$ cat src/rtl/tape_automaton.sv
module tape_automaton #(
  parameter int SYM_W   = 4,
  parameter int STATE_W = 8,
  parameter int OPT_W   = 4,
  parameter int HEAD_W  = 8
) (
  input  logic                                  clk,
  input  logic                                  rst,
  input  logic                                  step_en,
  input  logic                                  page_sel,
  input  logic [OPT_W-1:0]                      opt_bits,
  input  logic [SYM_W-1:0]                      ext_sym,
  input  logic                                  ext_valid,
  output logic                                  ext_ready,
  output logic [1+OPT_W+STATE_W+SYM_W-1:0]      tbl_addr,
  output logic                                  tbl_rd,
  input  logic [STATE_W+SYM_W+4-1:0]            tbl_data,
  output logic [STATE_W-1:0]                    state_o,
  output logic [HEAD_W-1:0]                     head_o,
  output logic [SYM_W-1:0]                      cell_o,
  output logic                                  busy_o,
  output logic                                  halted_o
);
  localparam int WORD_W = STATE_W + SYM_W + 4;
  localparam int CELLS  = 1 << HEAD_W;
  localparam logic [STATE_W-1:0] HALT_ST = '1;
  localparam logic [HEAD_W-1:0]  ONE     = {{(HEAD_W-1){1'b0}}, 1'b1};

  typedef enum logic [1:0] {PH_IDLE, PH_READ, PH_LOOK, PH_COMMIT} phase_t;

  phase_t              phase;
  logic [STATE_W-1:0]  state_q;
  logic [HEAD_W-1:0]   head_q;
  logic [SYM_W-1:0]    cell_q;
  logic                src_ext;
  logic [SYM_W-1:0]    tape [CELLS];

  logic [STATE_W-1:0]  w_next;
  logic [SYM_W-1:0]    w_data;
  logic                w_we;
  logic [1:0]          w_mv;
  logic                w_src;
  logic [SYM_W-1:0]    sym;
  logic                take;
  logic [HEAD_W-1:0]   head_nx;

  assign w_next = tbl_data[WORD_W-1 -: STATE_W];
  assign w_data = tbl_data[SYM_W+3:4];
  assign w_we   = tbl_data[3];
  assign w_mv   = tbl_data[2:1];
  assign w_src  = tbl_data[0];

  assign sym       = src_ext ? ext_sym : cell_q;
  assign take      = (phase == PH_LOOK) && (!src_ext || ext_valid);
  assign tbl_addr  = {page_sel, opt_bits, state_q, sym};
  assign tbl_rd    = take;
  assign ext_ready = (phase == PH_LOOK) && src_ext;

  assign state_o  = state_q;
  assign head_o   = head_q;
  assign cell_o   = tape[head_q];
  assign busy_o   = (phase != PH_IDLE);
  assign halted_o = (state_q == HALT_ST);

  always_comb begin
    case (w_mv)
      2'b01:   head_nx = head_q + ONE;
      2'b10:   head_nx = head_q - ONE;
      default: head_nx = head_q;
    endcase
  end

  always_ff @(posedge clk) begin
    if (rst) begin
      phase   <= PH_IDLE;
      state_q <= '0;
      head_q  <= '0;
      cell_q  <= '0;
      src_ext <= 1'b0;
    end else begin
      case (phase)
        PH_IDLE:   if (step_en && !halted_o) phase <= PH_READ;
        PH_READ: begin
          cell_q <= tape[head_q];
          phase  <= PH_LOOK;
        end
        PH_LOOK:   if (take) phase <= PH_COMMIT;
        PH_COMMIT: begin
          state_q <= w_next;
          head_q  <= head_nx;
          src_ext <= w_src;
          phase   <= PH_IDLE;
        end
        default:   phase <= PH_IDLE;
      endcase
    end
  end

  always_ff @(posedge clk) begin
    if (!rst && phase == PH_COMMIT && w_we) tape[head_q] <= w_data;
  end
endmodule

$ cat config.mk
export PLATFORM = sky130hd
export DESIGN_NAME = tape_automaton
export DESIGN_NICKNAME = d
export VERILOG_FILES = /design/src/rtl/tape_automaton.sv
export SDC_FILE = /design/constraint.sdc
export NUM_CORES = 1
export LEC_CHECK = 0
export BUFFER_PORTS_ARGS = -buffer_cell sky130_fd_sc_hd__buf_2
export CAP_MARGIN = 40
export CORE_MARGIN = 2
export CORE_UTILIZATION = 35
export DETAILED_ROUTE_END_ITERATION = 10
export GPL_TIMING_DRIVEN = 0
export PLACE_DENSITY = 0.54
export SYNTH_ARGS = -nofsm -noshare
export SYNTH_HDL_FRONTEND = slang
export SYNTH_SLANG_ARGS = --single-unit
export TNS_END_PERCENT = 1
$ cat constraint.sdc
create_clock -name clk -period 6.6 [get_ports clk]
set_clock_uncertainty 0.1 [all_clocks]
set_input_delay 0.99 -clock clk [delete_from_list [all_inputs] [get_ports clk]]
set_output_delay 0.99 -clock clk [all_outputs]
set_load 0.005 [all_outputs]
### Yosys cells after proc, flatten, opt, wreduce, memory -nomap -nowiden

Memories as Yosys holds them, arrays and structs flattened. A register that Yosys moved wholly into a read port is not among the register bits.
Index checks and enable logic that the tools add are counted.

| word-level totals | value |
|---|---|
| flip-flop bits (word level) | 23 |
| RAM bits | 1,024 |
| input port bits | 29 |
| output and inout port bits | 41 |
| memories | 1 |

| cells by class | value |
|---|---|
| add/subtract/negate cells | 2 |
| equality and inequality tests | 8 |
| multiplexer cells | 9 |
| reductions and logical operators | 14 |

Memory list:

| name | words | width | rd ports | clocked after Yosys merged registers in | wr ports | RTL line | source |
|---|---|---|---|---|---|---|---|
| tape | 256 | 4 | 1 | 1 | 1 | 36 | `logic [SYM_W-1:0] tape [CELLS];` |

Operators by type and width:

| operator | number |
|---|---|
| $mux 8 | 2 |
| $pmux 8 s2 | 1 |
| $add 8x1->8 const B | 1 |
| $eq 8x8->1 const B | 1 |
| $pmux 2 s4 | 1 |
| $sub 8x1->8 const B | 1 |
| $eq 2x2->1 const B | 3 |
| $logic_and 1x1->1 | 5 |
| $eq 2x1->1 const B | 2 |
| $mux 2 | 2 |
| $mux 4 | 1 |
| $ne 2x2->1 const B | 2 |
| $reduce_and 2->1 | 2 |
| $reduce_bool 2->1 | 2 |
| $logic_not 1->1 | 3 |
| $logic_not 2->1 | 1 |
| $mux 1 | 2 |
| $logic_or 1x1->1 | 1 |

### Longest topological paths before layout

| depth | value |
|---|---|
| word-level depth | 5 |
| mapped depth | 12 |

### Worst setup path after synthesis

Ideal clock, no wire load.

| timing | value |
|---|---|
| path type | register to output |
| start point | register (tool-made name) |
| end point | output cell_o[2] |
| data arrival time | 2,251 ps |
| required time | 5,510 ps |
| slack | 3,259 ps |
| stages on the path, launching flop included | 11 |
| buffers on the path | 4 |
| path through | dfxtp_1 buf_2 buf_2 buf_2 clkbuf_1 mux4_2 a22oi_1 nand2_1 a22oi_1 nand4_1 and2_1 |

RTL lines:

| element | RTL line | source |
|---|---|---|
| to (decl) | 20 | `output logic [SYM_W-1:0] cell_o,` |

==> summary.txt <==
Status
  • Status: finished, final reports clean

Floorplanning
  • Cell row count: 127
  • Die Wd: approximately 350 µm
  • Die Y: 351 µm
  • # IOs: 70
  • Starting Density: 0.352
  • Core region area: 0.120 mm²
  • Total Die Area: 0.123 mm²

Critical path
  • Worst R2R End: cell_q[2]
  • CP max stage cell: o41ai_1
  • Critical Path Fanout Max: 10
  • Worst path buffer plus inverter count: 6
  • Levels on crit path: 11
  • FF-to-FF path depth: 11
  • CP Data Required Time: 5.51 ns
  • Crit path capture: cell_o[2]
  • WS Path Type: flip-flop to output port
  • Worst path cell trace: buf_2, clkbuf_1, buf_8, clkbuf_1, buf_8, nand3_1, nand4_1, a221oi_1, o41ai_1, and2_1, buf_2
  • Critical path capture point type: output port
  • R2r setup slk: 2.03 ns
  • Family with the most delay on the worst path: buffers and inverters
  • Crit start category: flip-flop
  • Arrival time worst endpoint: 5.28 ns
  • Largest stage delay, worst path: roughly 0.86 ns

Clocking
  • CTS H-Tree Depth: 3
  • CTS Buf Count: 107
  • Worst-case clock buffer depth: 3
  • CTS tree: done
  • CTS sink count: 1055
  • PostCTS Resize Cnt: 0
  • Hold_buf cts: 0
  • Clk_lat worst skew: 0.69 ns
  • Reg clk slew, reported paths: 0.06 ns
  • Root Buffer: clkbuf_16
  • Setup Fix Bufs, Post-CTS: 0

Drt
  • Final ANT Viol Nets: 0
  • Final wirelength: 131 mm
  • Drt pass-1 iters: 5
  • Via count: 23000
  • Avg WL per Cell: 31.9 µm
  • Routed vias/inst: 5.61
  • DR iter-0 viols: 2876
  • # DRC: 0

Hold path
  • HP Start: tbl_data[12]
  • Worst Hold Class: input port to flip-flop

Synth
  • Top-count cell post-synth: edfxtp_1
  • Yosys warns: 0
  • Synth Net Count: 2227
  • Post-synth ARST share: 0
  • Post-Syn Area: 0.0421 mm²
  • Mapped Avg Cell Area: roughly 19 µm²
  • EDFF count, synth: about 1000
  • Number of distinct library cells after synthesis: 60
  • Largest cells by area after synthesis: edfxtp_1 (73%), mux4_2 (14%), nor2_1 (2.7%), dfxtp_1 (1.5%), mux2i_1 (1.2%)
  • Cells after synthesis: 2190
  • Post-synth top area cell: edfxtp_1
  • Most frequent cells after synthesis: edfxtp_1 (1024), nor2_1 (302), mux4_2 (265), clkbuf_1 (65), nand2_1 (64)
  • Ys flop type: edfxtp_1
  • Yosys reg bits: between 1000 and 1500
  • Synth top area share: 0.730
  • Sequential area share after synthesis: 0.745

Layout
  • Fillers: 10600
  • Fin nets: ~2400
  • Area grow syn2layout: 15.0%
  • Share of cells above drive strength 1: 0.248
  • Fin util: 0.405

STA
  • Hold Vio Cnt, Final: 0
  • Worst slew pin tran: around 0.9 ns
  • Setup TNS: 0 ns
  • Max Fclk: 157 MHz
  • Period utilization: 0.965
  • Slew HR: 0.387
  • Crit path time final: 6.37 ns
  • Final setup vio count: 0
  • Unrepaired setup endpoints after global routing: no
  • Slew Viols, Final: 0

Job
  • Max cap viols: 0

Power
  • Pwr Density: 296 mW/mm²
  • Leak pwr: 14.7 nW
  • Peak supply drop: 0.000191 V

Placed design
  • GP Congestion: 0.884
  • Post-DP HPWL: 89.2 mm
  • Port Buffers: 63

Global route
  • Number of global-route vias before repair: ~23000
  • Initial antenna violation count: 9
  • Global-route wire length before repair: 181 mm
  • Largest net degree at the start of global routing: 162
  • GR Util All Layers: 0.213
  • Gr ovfl total: 0
[power by group]
part           total (W)  internal [W]  switching [W]
Sequential       0.00740       0.00737      0.0000325
Combinational   0.000975      0.000372       0.000603
Clock            0.00598       0.00340        0.00258
[tightest hold or removal path, cell delays in order]
cell and delay [ns]:
buf_2 0.07, mux2i_1 0.05, nor2_1 0.08
[kinds of logic (layout without fill, tap and decap cells)]
family          Yosys count  count (layout)  share of synthesized area
compound gates          146             146                     0.0243
mux                     322             322                      0.155
xor+xnor                  7               7                    0.00146
flops                  1055            1055                      0.745
other cells               0               4                          0
fa+ha+maj                 8               8                    0.00238
simple gates            486             486                     0.0497
buf+inv                 166             464                     0.0217
[area by class of cell]
class | count | area [µm²] | share of cell area
clock inverters | 63 | 552 | 0.0114
flip-flops and latches | 1055 | 31400 | 0.648
inverters | 14 | 52.6 | 0.00108
diodes | 4 | 10.0 | 0.000207
repair buffers | 99 | 865 | 0.0178
multi-input cells | 969 | 9820 | 0.203
plain buffers | 152 | 876 | 0.0181
clock buffers | 136 | 2880 | 0.0595
well taps | 1612 | 2020 | 0.0416
[sequential cells by signal, indices dropped and copies added, names as in the netlist, named ones only]
register,cells
tape,1024
head_o,8
state_o,8
cell_q,4
phase,2
src_ext,1
[per-layer routing]
layer  track usage  share of wire  vias up
met5             0        0.00036        -
met3        0.0509          0.099      203
li1              -              -     9270
met1         0.291           0.40    12300
met2         0.333           0.46     1266
met4        0.0737          0.034        8
[how the worst min path moves through the flow]
stage / slack (ns) / endpoint / cells past startpoint
floorplan: 0.36 / cell_q[3] / 2
global placement: 0.42 / state_o[3] / 2
global route: 0.43 / state_o[4] / 3
finish: 0.44 / state_o[4] / 3
CTS: 0.41 / state_o[4] / 3
detailed placement: 0.45 / state_o[2] / 2
[cells in the final DEF (no fill, tap or decap), types with 10 or more instances in the layout]
master     count
buf_6         25
buf_8         20
mux4_2       265
nand2_1       64
nand4_1       12
clkinv_1      24
o21ai_0       16
inv_1         12
nand3_1       27
clkbuf_16    110
a22oi_1       41
a21oi_1       26
dfxtp_1       31
nor3_1        18
mux2i_1       50
nor2_1       302
clkinv_2      19
nand2b_1      10
buf_4         26
edfxtp_1    1024
nor2b_1       20
o22ai_1       14
buf_2        100
clkbuf_1      79
[metrics by stage]
stage | setup WS (ns) | std cells | hold WS, ns | power, W | instance area (µm²)
after CTS | 0.309 | 4100 | 0.409 | 0.0144 | 48400
after global routing | 0.226 | 4100 | 0.434 | 0.0147 | 48400
after detailed placement | 1.07 | 3901 | 0.451 | 0.00851 | 45000
final | 0.228 | 4104 | 0.441 | 0.0143 | 48400
after global placement | 0.397 | 3865 | 0.425 | 0.00850 | 44400
after floorplan | 3.26 | 2190 | 0.359 | 0.00805 | 42100
(Power assumes the default switching activity.)
